**config.mk**
```make
export PLATFORM = sky130hd
export DESIGN_NAME = fan_duty_ctrl
export DESIGN_NICKNAME = d
export VERILOG_FILES = /design/src/rtl/fan_duty_pkg.sv /design/src/rtl/fan_zone_level.sv /design/src/rtl/fan_hot_ramp.sv /design/src/rtl/fan_pwm_gen.sv /design/src/rtl/fan_duty_ctrl.sv
export SDC_FILE = /design/constraint.sdc
export NUM_CORES = 1
export LEC_CHECK = 0
export ABC_CLOCK_PERIOD_IN_PS = 16600
export BUFFER_PORTS_ARGS = -buffer_cell sky130_fd_sc_hd__buf_2
export CAP_MARGIN = 20
export CORE_UTILIZATION = 33
export DETAILED_ROUTE_END_ITERATION = 12
export SYNTH_ARGS = -nofsm -noshare
export SYNTH_HDL_FRONTEND = slang
export SYNTH_HIERARCHICAL = 1
export SYNTH_SLANG_ARGS = --single-unit
```
**constraint.sdc**
```tcl
create_clock -name clk -period 16.6 [get_ports clk]
set_clock_uncertainty 0.15 [all_clocks]
set_input_delay 0.83 -clock clk [delete_from_list [all_inputs] [get_ports clk]]
set_output_delay 0.83 -clock clk [all_outputs]
set_load 0.01 [all_outputs]
```
**src/rtl/fan_duty_pkg.sv**
```systemverilog
package fan_duty_pkg;

    typedef enum logic [1:0] {
        RAMP_IDLE  = 2'd0,
        RAMP_CLIMB = 2'd1,
        RAMP_DECAY = 2'd2
    } ramp_state_e;

endpackage

```
**src/rtl/fan_zone_level.sv**
```systemverilog
module fan_zone_level #(
    parameter int TW    = 8,
    parameter int OW    = 4,
    parameter int HW    = 4,
    parameter int NSTEP = 8,
    localparam int LW   = $clog2(NSTEP + 1),
    localparam int TBW  = (NSTEP - 1) * OW
) (
    input  logic           clk,
    input  logic           rst_n,
    input  logic           run_en,
    input  logic [TW-1:0]  temp,
    input  logic [TW-1:0]  base,
    input  logic [TBW-1:0] offs,
    input  logic [HW-1:0]  hyst,
    output logic [LW-1:0]  level
);
    localparam int SW = TW + $clog2(NSTEP) + 2;

    logic [SW-1:0] thr, t_ext, t_hi;
    logic [LW-1:0] n_up, n_dn, level_q;

    // walk the staircase, counting thresholds below the reading and below reading+hysteresis
    always_comb begin
        t_ext = SW'(temp);
        t_hi  = t_ext + SW'(hyst);
        thr   = SW'(base);
        n_up  = (t_ext > thr) ? LW'(1) : '0;
        n_dn  = (t_hi > thr) ? LW'(1) : '0;
        for (int k = 0; k < NSTEP - 1; k++) begin
            thr = thr + SW'(offs[k*OW +: OW]);
            if (t_ext > thr) n_up = n_up + LW'(1);
            if (t_hi > thr)  n_dn = n_dn + LW'(1);
        end
    end

    always_ff @(posedge clk or negedge rst_n) begin
        if (!rst_n)               level_q <= '0;
        else if (!run_en)         level_q <= '0;
        else if (n_up > level_q)  level_q <= n_up;
        else if (n_dn < level_q)  level_q <= n_dn;
    end

    assign level = level_q;

    AST_LEVEL_CAP: assert property (@(posedge clk) disable iff (!rst_n)
        level_q <= LW'(NSTEP));

    AST_HALT_CLEARS_LEVEL: assert property (@(posedge clk) disable iff (!rst_n)
        !run_en |=> level_q == '0);

endmodule

```
**src/rtl/fan_hot_ramp.sv**
```systemverilog
module fan_hot_ramp
    import fan_duty_pkg::*;
#(
    parameter int DW   = 4,
    parameter int DIVW = 8
) (
    input  logic            clk,
    input  logic            rst_n,
    input  logic            run_en,
    input  logic            hot,
    input  logic [DIVW-1:0] div,
    output logic [DW-1:0]   level
);
    localparam logic [DW-1:0] TOP = '1;

    ramp_state_e     st_q, st_d;
    logic [DIVW-1:0] tmr_q, tmr_d;
    logic [DW-1:0]   lv_q, lv_d;
    logic            tick;

    always_ff @(posedge clk or negedge rst_n) begin
        if (!rst_n) begin
            st_q  <= RAMP_IDLE;
            tmr_q <= '0;
            lv_q  <= '0;
        end else begin
            st_q  <= st_d;
            tmr_q <= tmr_d;
            lv_q  <= lv_d;
        end
    end

    always_comb begin
        st_d  = st_q;
        tmr_d = tmr_q;
        lv_d  = lv_q;
        tick  = (tmr_q == div);
        if (!run_en) begin
            st_d  = RAMP_IDLE;
            tmr_d = '0;
            lv_d  = '0;
        end else begin
            unique case (st_q)
                RAMP_IDLE: begin
                    tmr_d = '0;
                    if (hot) st_d = RAMP_CLIMB;
                end
                RAMP_CLIMB: begin
                    tmr_d = tick ? '0 : tmr_q + 1'b1;
                    if (tick && lv_q != TOP) lv_d = lv_q + 1'b1;
                    if (!hot) st_d = RAMP_DECAY;
                end
                RAMP_DECAY: begin
                    tmr_d = tick ? '0 : tmr_q + 1'b1;
                    if (hot) begin
                        st_d = RAMP_CLIMB;
                        if (tick && lv_q != '0) lv_d = lv_q - 1'b1;
                    end else if (lv_q == '0 || (tick && lv_q == DW'(1))) begin
                        st_d  = RAMP_IDLE;
                        lv_d  = '0;
                        tmr_d = '0;
                    end else if (tick) begin
                        lv_d = lv_q - 1'b1;
                    end
                end
                default: st_d = RAMP_IDLE;
            endcase
        end
    end

    assign level = lv_q;

    AST_RAMP_UNIT_STEP: assert property (@(posedge clk) disable iff (!rst_n)
        (run_en && $past(run_en)) |->
            (lv_q == $past(lv_q) || lv_q == $past(lv_q) + 1'b1 || lv_q + 1'b1 == $past(lv_q)));

    AST_IDLE_RAMP_ZERO: assert property (@(posedge clk) disable iff (!rst_n)
        st_q == RAMP_IDLE |-> lv_q == '0);

endmodule

```
**src/rtl/fan_pwm_gen.sv**
```systemverilog
module fan_pwm_gen #(
    parameter int NOUT = 2,
    parameter int DW   = 4
) (
    input  logic               clk,
    input  logic               rst_n,
    input  logic [NOUT*DW-1:0] duty,
    input  logic [NOUT-1:0]    inv,
    output logic [NOUT-1:0]    pwm
);
    localparam logic [DW-1:0] LAST = DW'((1 << DW) - 2);

    logic [DW-1:0] cnt_q;

    always_ff @(posedge clk or negedge rst_n) begin
        if (!rst_n)              cnt_q <= '0;
        else if (cnt_q == LAST)  cnt_q <= '0;
        else                     cnt_q <= cnt_q + 1'b1;
    end

    for (genvar o = 0; o < NOUT; o++) begin : g_out
        assign pwm[o] = (cnt_q < duty[o*DW +: DW]) ^ inv[o];
    end

    AST_CNT_WRAP: assert property (@(posedge clk) disable iff (!rst_n)
        cnt_q <= LAST);

endmodule

```
**src/rtl/fan_duty_ctrl.sv**
```systemverilog
module fan_duty_ctrl
    import fan_duty_pkg::*;
#(
    parameter int NZONE = 4,
    parameter int NOUT  = 2,
    parameter int NHOT  = 2,
    parameter int TW    = 8,
    parameter int DW    = 4,
    parameter int OW    = 4,
    parameter int HW    = 4,
    parameter int AW    = 6,
    parameter int NSTEP = 8,
    parameter int DIVW  = 8,
    localparam int NPAIR = NZONE / 2,
    localparam int TBW   = (NSTEP - 1) * OW
) (
    input  logic                clk,
    input  logic                rst_n,
    input  logic                run_en,
    input  logic [NZONE*TW-1:0] zone_temp,
    input  logic [AW-1:0]       zone0_adj,
    input  logic [NPAIR*TBW-1:0] pair_offs,
    input  logic [NPAIR*TW-1:0] pair_base,
    input  logic [NPAIR*HW-1:0] pair_hyst,
    input  logic [NPAIR*DW-1:0] pair_floor,
    input  logic [NOUT*NZONE-1:0] zone_bind,
    input  logic [NOUT*NHOT-1:0] hot_bind,
    input  logic [NHOT-1:0]     hot_in,
    input  logic [DIVW-1:0]     ramp_div,
    input  logic [NOUT-1:0]     man_en,
    input  logic [NOUT*DW-1:0]  man_duty,
    input  logic                full_speed,
    input  logic [NOUT-1:0]     pwm_inv,
    output logic [NOUT*DW-1:0]  duty_code,
    output logic [NOUT-1:0]     pwm_out
);
    localparam int LW   = $clog2(NSTEP + 1);
    localparam int SUMW = DW + LW;
    localparam int XW   = TW + 2;
    localparam logic [DW-1:0] DMAX = '1;

    logic signed [XW-1:0] adj_sum;
    logic [TW-1:0]        z0_temp;
    logic [DW-1:0]        zone_dem [NZONE];
    logic [DW-1:0]        ramp_dem [NHOT];

    // zone 0 correction with saturation to the reading range
    always_comb begin
        adj_sum = signed'({2'b00, zone_temp[TW-1:0]}) + XW'(signed'(zone0_adj));
        if (adj_sum < 0)                               z0_temp = '0;
        else if (adj_sum > signed'(XW'((1 << TW) - 1))) z0_temp = '1;
        else                                           z0_temp = adj_sum[TW-1:0];
    end

    for (genvar z = 0; z < NZONE; z++) begin : g_zone
        localparam int P = z / 2;
        logic [TW-1:0]   t_in;
        logic [LW-1:0]   lvl;
        logic [SUMW-1:0] s;
        if (z == 0) begin : g_adj
            assign t_in = z0_temp;
        end else begin : g_raw
            assign t_in = zone_temp[z*TW +: TW];
        end
        fan_zone_level #(.TW(TW), .OW(OW), .HW(HW), .NSTEP(NSTEP)) u_level (
            .clk    (clk),
            .rst_n  (rst_n),
            .run_en (run_en),
            .temp   (t_in),
            .base   (pair_base[P*TW +: TW]),
            .offs   (pair_offs[P*TBW +: TBW]),
            .hyst   (pair_hyst[P*HW +: HW]),
            .level  (lvl)
        );
        assign s = SUMW'(pair_floor[P*DW +: DW]) + SUMW'(lvl);
        assign zone_dem[z] = !run_en ? pair_floor[P*DW +: DW]
                           : (s > SUMW'(DMAX)) ? DMAX : s[DW-1:0];
    end

    for (genvar h = 0; h < NHOT; h++) begin : g_hot
        logic [DW-1:0] r;
        fan_hot_ramp #(.DW(DW), .DIVW(DIVW)) u_ramp (
            .clk    (clk),
            .rst_n  (rst_n),
            .run_en (run_en),
            .hot    (hot_in[h]),
            .div    (ramp_div),
            .level  (r)
        );
        assign ramp_dem[h] = run_en ? r : '0;
    end

    // per output: maximum of bound sources, then manual, then global force
    always_comb begin
        for (int o = 0; o < NOUT; o++) begin
            logic [DW-1:0] best;
            best = '0;
            for (int z = 0; z < NZONE; z++)
                if (zone_bind[o*NZONE + z] && zone_dem[z] > best) best = zone_dem[z];
            for (int h = 0; h < NHOT; h++)
                if (hot_bind[o*NHOT + h] && ramp_dem[h] > best) best = ramp_dem[h];
            if (full_speed)     duty_code[o*DW +: DW] = DMAX;
            else if (man_en[o]) duty_code[o*DW +: DW] = man_duty[o*DW +: DW];
            else                duty_code[o*DW +: DW] = best;
        end
    end

    fan_pwm_gen #(.NOUT(NOUT), .DW(DW)) u_pwm (
        .clk   (clk),
        .rst_n (rst_n),
        .duty  (duty_code),
        .inv   (pwm_inv),
        .pwm   (pwm_out)
    );

    AST_FULL_DRIVES_HIGH: assert property (@(posedge clk) disable iff (!rst_n)
        full_speed |-> pwm_out == ~pwm_inv);

    for (genvar o = 0; o < NOUT; o++) begin : g_chk
        AST_MAN_ZERO_IDLE: assert property (@(posedge clk) disable iff (!rst_n)
            (!full_speed && man_en[o] && man_duty[o*DW +: DW] == '0) |-> pwm_out[o] == pwm_inv[o]);

        AST_HALT_FLOOR: assert property (@(posedge clk) disable iff (!rst_n)
            (!run_en && !full_speed && !man_en[o] && zone_bind[o*NZONE])
                |-> duty_code[o*DW +: DW] >= pair_floor[DW-1:0]);
    end

endmodule

```
# After elaboration in Yosys (flattened, before gate mapping)
# Cells that the tools add are included.
[op_classes]
addsub = 86
n_lt_le_gt_ge = 91
eq_ne = 31
mux = 141
bitwise = 2
reduce_logical = 30
[op_table]
columns = ["cell", "n"]
rows = [
  ["4-bit two-way mux", 107],
  ["13-bit > comparator", 28],
  ["8-bit by 13-bit > comparator with 1-bit output", 28],
  ["4-bit by 1-bit adder with 4-bit output (second input constant)", 59],
  ["13-bit by 4-bit adder with 13-bit output", 12],
  ["8-bit two-way mux", 10],
  ["4-bit > comparator", 14],
  ["8-bit by 4-bit adder with 9-bit output", 6],
  ["13-bit by 8-bit > comparator with 1-bit output", 4],
  ["8-bit one-hot mux with 3 select lines", 2],
  ["8-bit > comparator", 4],
  ["4-bit less-than comparator", 6],
  ["4-bit by 4-bit adder with 5-bit output", 4],
  ["5-bit by 4-bit > comparator with 1-bit output (second input constant)", 4],
  ["2-bit two-way mux", 10],
  ["1-bit logical AND", 18],
  ["3-bit by 1-bit != test with 1-bit output (second input constant)", 6],
  ["8-bit by 1-bit adder with 8-bit output (second input constant)", 2],
  ["8-bit == test", 2],
  ["4-bit by 3-bit != test with 1-bit output (second input constant)", 4],
  ["4-bit one-hot mux with 2 select lines", 2],
  ["3-bit != test (second input constant)", 4],
  ["2-bit one-hot mux with 3 select lines", 2],
  ["9-bit by 6-bit adder with 10-bit output", 1],
  ["20 further kinds", 42],
]
[totals]
ff_bits = 48
in_bits = 164
output_inout_bits = 10
wordCells = 392

# Logic depth before layout (Yosys ltp)
# Gate-level depths: netlist (run 1).
[depth]
word_depth = 26
ltp_mapped = 52

# Modules after synthesis
# Netlist (run 1), hierarchy kept.
[by_module_without_submodules]
columns = ["module", "instances", "cells_per_inst", "area_each_um2", "seq_area_each_um2"]
rows = [
  ["fan_zone_level (g_zone[1].u_level ...)", 2, 870, 7051.8, 100.1],
  ["fan_zone_level (g_zone[2].u_level)", 1, 854, 6782.8, 100.1],
  ["fan_zone_level (g_zone[0].u_level)", 1, 806, 6573.8, 100.1],
  ["fan_duty_ctrl", 1, 360, 2740.1, 0.0],
  ["fan_hot_ramp", 2, 127, 1133.6, 350.3],
  ["fan_pwm_gen", 1, 40, 346.6, 100.1],
]

# Worst setup path after synthesis (run 1)
# OpenSTA, ideal clock, no wires.
[synth_path]
kind = "input port to output port"
from = "input pair_floor[0]"
to = "output pwm_out[1]"
arrival_ps = 10049
required_ps = 15620
setup_slack_ps = 5571
cell_stages = 39
path_buffers = 0
path_cell_list = "ha_1 -> fa_1 -> nand3_1 -> nand4b_1 -> o22ai_1 -> inv_1 -> ha_1 -> a21oi_1 -> nor2b_1 -> o311a_4 -> mux2_4 -> ha_1 -> a21oi_1 -> nor2b_1 -> o311ai_2 -> o21ai_0 -> ha_1 -> nand3_1 -> [... 3 more ...] -> mux2_2 -> ha_1 -> nand3_1 -> nor3_1 -> mux2_4 -> a211oi_2 -> mux2_1 -> ha_1 -> a21oi_1 -> o22ai_1 -> o221ai_1 -> mux2_2 -> o21ai_0 -> inv_1 -> ha_1 -> a2111oi_2 -> a21oi_1 -> xnor2_1"
[synth_via]
elab_chain_len = 26
elab_cells_between_ends = 30
classes_between = "2 x add/sub; 9 x order compare; 12 x mux; 1 x bitwise; 6 x reduce/logical"
[synth_rtl]
columns = ["element", "line", "source"]
rows = [
  ["start: declaration", "fan_duty_ctrl.sv:25", "input logic [NPAIR*DW-1:0] pair_floor,"],
  ["4-bit by 4-bit adder with 5-bit output", "fan_duty_ctrl.sv:75", "assign s = SUMW'(pair_floor[P*DW +: DW]) + SUMW'(lvl);"],
  ["5-bit by 4-bit > comparator with 1-bit output", "fan_duty_ctrl.sv:77", ": (s > SUMW'(DMAX)) ? DMAX : s[DW-1:0];"],
  ["4-bit two-way mux", "fan_duty_ctrl.sv:77", ""],
  ["4-bit two-way mux", "fan_duty_ctrl.sv:76", "assign zone_dem[z] = !run_en ? pair_floor[P*DW +: DW]"],
  ["4-bit by 1-bit > comparator with 1-bit output", "fan_duty_ctrl.sv:99", "if (zone_bind[o*NZONE + z] && zone_dem[z] > best) best = zone_dem[z];"],
  ["1-bit logical AND", "fan_duty_ctrl.sv:99", ""],
  ["4-bit two-way mux", "fan_duty_ctrl.sv:99", ""],
  ["4-bit > comparator", "fan_duty_ctrl.sv:99", ""],
  ["[... 11 more ...]", "n/a", ""],
  ["4-bit > comparator", "fan_duty_ctrl.sv:101", "if (hot_bind[o*NHOT + h] && ramp_dem[h] > best) best = ramp_dem[h];"],
  ["1-bit logical AND", "fan_duty_ctrl.sv:101", ""],
  ["4-bit two-way mux (*)", "fan_duty_ctrl.sv:101", ""],
  ["4-bit two-way mux (*)", "fan_duty_ctrl.sv:103", "else if (man_en[o]) duty_code[o*DW +: DW] = man_duty[o*DW +: DW];"],
  ["4-bit two-way mux (*)", "fan_duty_ctrl.sv:102", "if (full_speed) duty_code[o*DW +: DW] = DMAX;"],
  ["named net duty_code[5]", "fan_duty_ctrl.sv:34", "output logic [NOUT*DW-1:0] duty_code,"],
  ["4-bit less-than comparator (*)", "fan_pwm_gen.sv:22", "assign pwm[o] = (cnt_q < duty[o*DW +: DW]) ^ inv[o];"],
  ["1-bit bitwise XOR (*)", "fan_pwm_gen.sv:22", ""],
  ["end: declaration", "fan_duty_ctrl.sv:35", "output logic [NOUT-1:0] pwm_out"],
]
# The timed path passes the listed nets; every way through them passes the cells marked *.

# Worst setup path after layout (run 1)
[layout_path]
from = "input pair_floor[0]"
to = "output pwm_out[1]"
[layout_via]
elab_chain_len = 26
elab_cells_between_ends = 30
classes_between = "2 x add/sub; 9 x order compare; 12 x mux; 1 x bitwise; 6 x reduce/logical"
[layout_rtl]
columns = ["element", "line"]
rows = [
  ["4-bit by 4-bit adder with 5-bit output", "fan_duty_ctrl.sv:75"],
  ["5-bit by 4-bit > comparator with 1-bit output", "fan_duty_ctrl.sv:77"],
  ["4-bit two-way mux", "fan_duty_ctrl.sv:77"],
  ["4-bit two-way mux", "fan_duty_ctrl.sv:76"],
  ["4-bit by 1-bit > comparator with 1-bit output", "fan_duty_ctrl.sv:99"],
  ["1-bit logical AND", "fan_duty_ctrl.sv:99"],
  ["4-bit two-way mux", "fan_duty_ctrl.sv:99"],
  ["4-bit > comparator", "fan_duty_ctrl.sv:99"],
  ["[... 10 more ...]", "n/a"],
  ["4-bit two-way mux (*)", "fan_duty_ctrl.sv:101"],
  ["4-bit > comparator", "fan_duty_ctrl.sv:101"],
  ["1-bit logical AND", "fan_duty_ctrl.sv:101"],
  ["4-bit two-way mux (*)", "fan_duty_ctrl.sv:101"],
  ["4-bit two-way mux (*)", "fan_duty_ctrl.sv:103"],
  ["4-bit two-way mux (*)", "fan_duty_ctrl.sv:102"],
  ["4-bit less-than comparator (*)", "fan_pwm_gen.sv:22"],
  ["1-bit bitwise XOR (*)", "fan_pwm_gen.sv:22"],
]
# Mark *: on every way between the ends. The rest lies on a longest branch, timed or not.

==> out/metrics.yaml, run 1 <==
status:
  outcome: "finished, final reports clean"
yosys:
  synth-edff-count: 0
  syn_area_per_cell_um2: 8.094
  ys.flop_type: "dfrtp_1"
  synth.top_cells.by_count: "ha_1 (830), inv_1 (362), a21oi_1 (234)"
  yosys_warnings: 6
  syn_area_um2: 32810
  yosysMostFrequentCell: "ha_1"
  yosysUniqueCellTypes: 130
  ys_seq_elements: 48
  ys_seq_area_share_pct: 3.660
  yosys-top-cells-area: "ha_1 (32%), xnor2_1 (5.1%), inv_1 (4.1%)"
  synth_top_cell_by_area: "ha_1"
  synth_cells: 4054
  synth_nets: 5085
  async_flop_share_pct: 100.0
  synth_top_area_share_pct: 31.65
floorplan:
  die_area_um2: 100700
  dieWidth_um: 317.3
  die_y_um: 317.3
  start_util_pct: 33.34
  core_area_um2: 98420
  rows: 115
  ioPinCount: 174
cells_and_area:
  area_growth_pct: 7.992
  nNetsFinal: 5249
  post_route_cells_drive_above_1_share_pct: 9.884
  fin_area_um2: 35440
  finish.utilization_pct: 36.01
worst_setup_path:
  crit_type: "input pin to primary output"
  start_kind: "input pin"
  reg2reg_to: "g_zone[0].u_level/level[3]"
  slowest_delay_ps: 510
  r2r_setup_slack_ps: 13620
  critical_path.most_common_cell: "ha_1"
  crit_fanout: 9
  crit_required_ps: 15620
  endpoint_kind: "primary output"
  rr_startpoint: "g_zone[0].u_level/level[1]"
  r2r_cells: 12
  worstPathArrival_ps: 10920
  cp_slowest_cell: "o311ai_2"
placed_design:
  preCtsSetupSlack_ps: 4506
  place.gp.congestion: 0.9050
  port_buffers: 173
  postPlaceCellArea_um2: 35230
  post-dp-hpwl_mm: 83.40
clock_network:
  cts_buffer_depth: 2
  cts_made_buffers: 5
  postCtsSetupRepairBufs: 0
  clk_pin_slew_ps: 80
  cts_tree: "yes"
  cts_hold_buffers: 0
  cts.htree.levels: 2
  insertion_delay_ps: 310
  cts.sinks: 48
  post_cts_resize_count: 0
  cts-root-buf: "clkbuf_16"
timing:
  fin_crit_ps: 11900
  relSlewSlack_pct: 23.70
  fmax_mhz: 84.02
  setup_viol: 0
  fin_setup_tns_ps: 0
  finalMaxSlewViolations: 0
  final.setup.worst_slack_ps: 4698
  hold_violations: 0
  worstMarginPinSlew_ps: 1141
  rsz0062_at_grt: "false"
  period_share_pct: 71.70
global_routing:
  grt_pass1_vias: 29472
  grt_max_degree: 72
  grt-ovfl-total: 0
  grt_usage_pct: 18.97
  grt_pass1_wl_mm: 154.7
  antenna_found_initial: 19
detailed_routing:
  drtPass1Iterations: 5
  postRouteAntennaNets: 0
  drc: 0
  wl_mm: 98.68
  drtIter0Drc: 2236
  via_per_inst: 5.609
  wl_per_cell_um: 17.89
  vias: 30942
worst_hold_path:
  min_to: "g_hot[0].u_ramp/tmr_q[7]"
  hold_start: "g_hot[0].u_ramp/tmr_q[7]"
  hold_class: "flop to flop"
  hold_depth: 1
flow_run:
  max_cap_violations: 0
[worst max path at each step]
stage	from	endpoint	slack (ps)	cells past startpoint
final	pair_floor[0]	pwm_out[1]	4700	41
after global routing	run_en	pwm_out[1]	4010	39
after CTS	pair_floor[0]	pwm_out[1]	4770	41
after detailed placement	zone_temp[1]	g_zone[0].u_level/level[3]	4510	48
after global placement	zone_temp[1]	g_zone[0].u_level/level[3]	4660	48
after floorplan	pair_floor[0]	pwm_out[1]	5570	39
[metal layers]
layer  up-vias  track usage (%)  wire, um
met3       138            2.126      5967
met1     14562            25.69     45540
li1      15483                -         -
met2       743            31.94     44980
met5         -                0       113
met4        16            4.415      2077
[kinds of logic (layout without fill, tap and decap cells)]
| group | after synthesis | count (layout) | share of synthesized area, % |
|---|---|---|---|
| flip-flops | 48 | 48 | 3.660 |
| buffers and inverters | 414 | 579 | 4.984 |
| AO/OA/AOI/OAI | 1142 | 1142 | 24.33 |
| other | 0 | 10 | 0 |
| adder cells (fa/ha/maj) | 871 | 871 | 34.03 |
| XOR/XNOR | 319 | 319 | 10.39 |
| multiplexers | 100 | 100 | 3.363 |
| AND/OR/NAND/NOR | 1160 | 1160 | 19.24 |
[cells in the final DEF (no fill, tap or decap), types with 22 or more instances in the layout]
master,netlist,layout
a211o_1,23,23
a21oi_1,234,234
xor2_1,79,79
a211oi_1,44,44
fa_1,37,37
or2_2,22,22
and3_1,38,38
a31oi_1,31,31
dfrtp_1,48,48
nand2_1,220,220
nor2_1,214,214
xnor2_1,192,192
mux2_2,43,43
buf_2,11,173
o211ai_1,31,31
ha_1,830,830
mux2i_1,45,45
nor4_1,25,25
o21ai_0,211,211
a21o_1,129,129
nand3_1,104,104
nand4_1,116,116
and2_1,27,27
o21ai_1,27,27
o22ai_1,30,30
nor3_1,56,56
o21a_1,130,130
inv_1,362,362
nand2b_1,91,91
nor2b_1,126,126
[worst max-delay path, delay by kind of cell]
family / cells / cell delay, ps
compound gates: 15 / 4060
fa+ha+maj: 8 / 2620
mux: 6 / 2110
simple gates: 7 / 710
buf+inv: 4 / 450
xor+xnor: 1 / 130
[per-stage QoR]
stage / hold slack, ps / cells
3_5_place_dp: 349.8 / 5497
5_1_grt: 378.7 / 5507
3_3_place_gp: 350.5 / 5497
6_report: 363.6 / 5516
4_1_cts: 361.0 / 5505
2_1_floorplan: 315.9 / 4054
[final cells by class]
| class | instances | area [um^2] |
|---|---|---|
| clock buffers | 5 | 125.1 |
| flip-flops and latches | 48 | 1201 |
| well taps | 1287 | 1610 |
| multi-input cells | 3592 | 29990 |
| clock inverters | 3 | 46.29 |
| diodes | 10 | 25.02 |
| inverters | 377 | 1420 |
| fillers | 10371 | 62980 |
| repair buffers | 194 | 1023 |
[flip-flops by register name, indices dropped and copies added (netlist names)]
name                  flops
g_hot.u_ramp/level        8
u_pwm/cnt_q               4
g_zone.u_level/level     16
g_hot.u_ramp/tmr_q       16
g_hot.u_ramp/st_q         4
Power of run 1 is not shown: default switching activity piles up to over one toggle a cycle in this logic, so the estimate is an artifact.
==> run 2, diff against run 1 <==
- ABC_CLOCK_PERIOD_IN_PS: 16600 -> 11550
- clock period: 16.6 -> 11.55 ns (I/O delays scaled with it)
==> run 2 against run 1 <==
Net effect:
- sequential share of layout area about the same
- die area unchanged
- sequential cell count unchanged
- design area up 0.55%
- non-clock buffer count up 20
- critical endpoint unchanged
==> out/metrics.yaml, run 2 (synthesis gave the netlist of run 1 again) <==
timing:
  holdWs_ps: 233.3  # was 363.6 ps
  fmax_mhz: 91.26
  relSlewSlack_pct: 23.64  # was 23.70%
  worstMarginPinSlew_ps: 1142  # was 1141 ps
  setup_viol: 0  # unchanged
  hold_violations: 0  # unchanged
  period_share_pct: 94.87
  finalMaxSlewViolations: 0  # unchanged
  fin_setup_tns_ps: 0  # unchanged
  fin_crit_ps: 10960
detailed_routing:
  drtIter0Drc: 1734  # was 2,236
  drtPass1Iterations: 5  # unchanged
  via_per_inst: 5.569  # was 5.609
  wl_per_cell_um: 17.71  # was 17.89 um
  vias: 30795  # was 30,942
  postRouteAntennaNets: 0  # unchanged
  wl_mm: 97.93  # was 98.68 mm
  drc: 0  # unchanged
clock_network:
  clk_pin_slew_ps: 80  # about the same
  insertion_delay_ps: 320  # was 310 ps
  cts_buffer_depth: 2  # unchanged
  cts.htree.levels: 2  # unchanged
  cts-root-buf: "clkbuf_16"  # unchanged
  cts.sinks: 48  # unchanged
  cts_tree: "yes"  # unchanged
  cts_made_buffers: 5  # unchanged
  cts_hold_buffers: 0  # unchanged
floorplan:
  die_y_um: 317.3  # unchanged
  die_area_um2: 100700  # unchanged
  ioPinCount: 174  # unchanged
  dieWidth_um: 317.3  # unchanged
  start_util_pct: 33.34  # unchanged
  core_area_um2: 98420  # unchanged
  rows: 115  # unchanged
cells_and_area:
  layout.cells.most_common_list: "ha_1 (830), inv_1 (361), a21oi_1 (234), nand2_1 (220), nor2_1 (214)"  # was ha_1 (830), inv_1 (362), a21oi_1 (234), nand2_1 (220), nor2_1 (214)
  post_route_cells_drive_above_1_share_pct: 10.40  # was 9.884%
  nNetsFinal: 5269  # was 5,249
  fin_area_um2: 35630  # was 35,440 um^2
  area_growth_pct: 8.583  # was 7.992%
  layout_commonest_cell: "ha_1"  # unchanged
  fillers: 10331  # was 10,371
  final_cells: 5530  # was 5,516
worst_setup_path:
  crit_required_ps: 10820  # was 15,620 ps
  r2r_cells: 12  # unchanged
  critical_path.most_common_cell: "ha_1"  # unchanged
  crit_type: "flop to primary output"  # was input pin to primary output
  reg2reg_to: "g_zone[0].u_level/level[3]"  # unchanged
  crit_fanout: 7  # was 9
  slowest_delay_ps: 430  # was 510 ps
  start_kind: "flop"  # was input pin
  r2r_setup_slack_ps: 8510  # was 13,620 ps
  rr_startpoint: "g_zone[0].u_level/level[1]"  # unchanged
  worstPathArrival_ps: 10230  # was 10,920 ps
  endpoint_kind: "primary output"  # unchanged
  cp_slowest_cell: "dfrtp_1"  # was o311ai_2
flow_run:
  max_cap_violations: 0  # unchanged
global_routing:
  grt_usage_pct: 19.01  # was 18.97%
  grt-ovfl-total: 0  # unchanged
  grt_pass1_wl_mm: 155.1  # was 154.7 mm
  grt_pass1_vias: 29644  # was 29,472
  antenna_found_initial: 23  # was 19
  grt_max_degree: 49  # was 72
placed_design:
  postPlaceCellArea_um2: 35360  # was 35,230 um^2
  post-dp-hpwl_mm: 83.05  # was 83.40 mm
  dp_cells: 5514  # was 5,497
  place.gp.congestion: 0.9036  # was 0.9050
  port_buffers: 173  # unchanged
status:
  outcome: "finished, final reports clean"  # unchanged
worst_hold_path:
  hold_class: "input pin to async pin"  # was flop to flop
[run 2: area by class of cell]
type                            instances  area (um^2)  share of cell area, %
Timing Repair Buffer                  214         1174                  3.294
Tap cell                             1287         1610                  4.519
Clock inverter                          3        68.82                 0.1931
Antenna cell                            4        10.01                0.02809
Multi-Input combinational cell       3592        30020                  84.26
Sequential cell                        48         1201                  3.371
Inverter                              377         1420                  3.986
Clock buffer                            5        125.1                 0.3512
[run 2: how the worst max path moves through the flow]
| stage | slack (ps) | start | end | cells past startpoint |
|---|---|---|---|---|
| after floorplan | 1030 | pair_floor[0] | pwm_out[1] | 39 |
| after global placement | 350 | pair_floor[0] | pwm_out[1] | 41 |
| after detailed placement | 80 | pair_floor[0] | pwm_out[1] | 41 |
| after CTS | 140 | g_zone[1].u_level/level[0] | pwm_out[1] | 40 |
| after global routing | -60 | g_zone[1].u_level/level[0] | pwm_out[1] | 40 |
| final | 590 | g_zone[1].u_level/level[0] | pwm_out[1] | 40 |
[run 2: timing repair]
item | CTS | global route
setup endpoints to repair | 1 | 3
pin swaps | 0 | 2
resized for setup | 1 | 5
endpoints found under the hold margin | 0 | 0
buffers inserted | 0 | 4
[run 2: routing by layer]
layer | share of wire (%) | global-route usage, % | vias up
met5 | 0.21 | 0 | -
met4 | 2.0 | 3.958 | 34
met3 | 5.8 | 2.882 | 160
met2 | 46 | 32.39 | 662
met1 | 46 | 25.17 | 14441
li1 | - | - | 15498
[run 2: per-stage QoR]
step,util (%),setup slack [ps]
after CTS,36.14,143.9
after global placement,35.93,350.5
after floorplan,-,1026
after global routing,36.20,-55.22
after detailed placement,35.93,75.86
final,36.20,592.2
[run 2: critical path: cells and delay by family, from the launching register on]
family / cells / cell delay, ps
compound gates: 14 / 3380
xor+xnor: 1 / 140
fa+ha+maj: 8 / 2610
buf+inv: 3 / 330
flops: 1 / 430
mux: 6 / 2070
simple gates: 8 / 920
Power of run 2 is left out for the same reason.
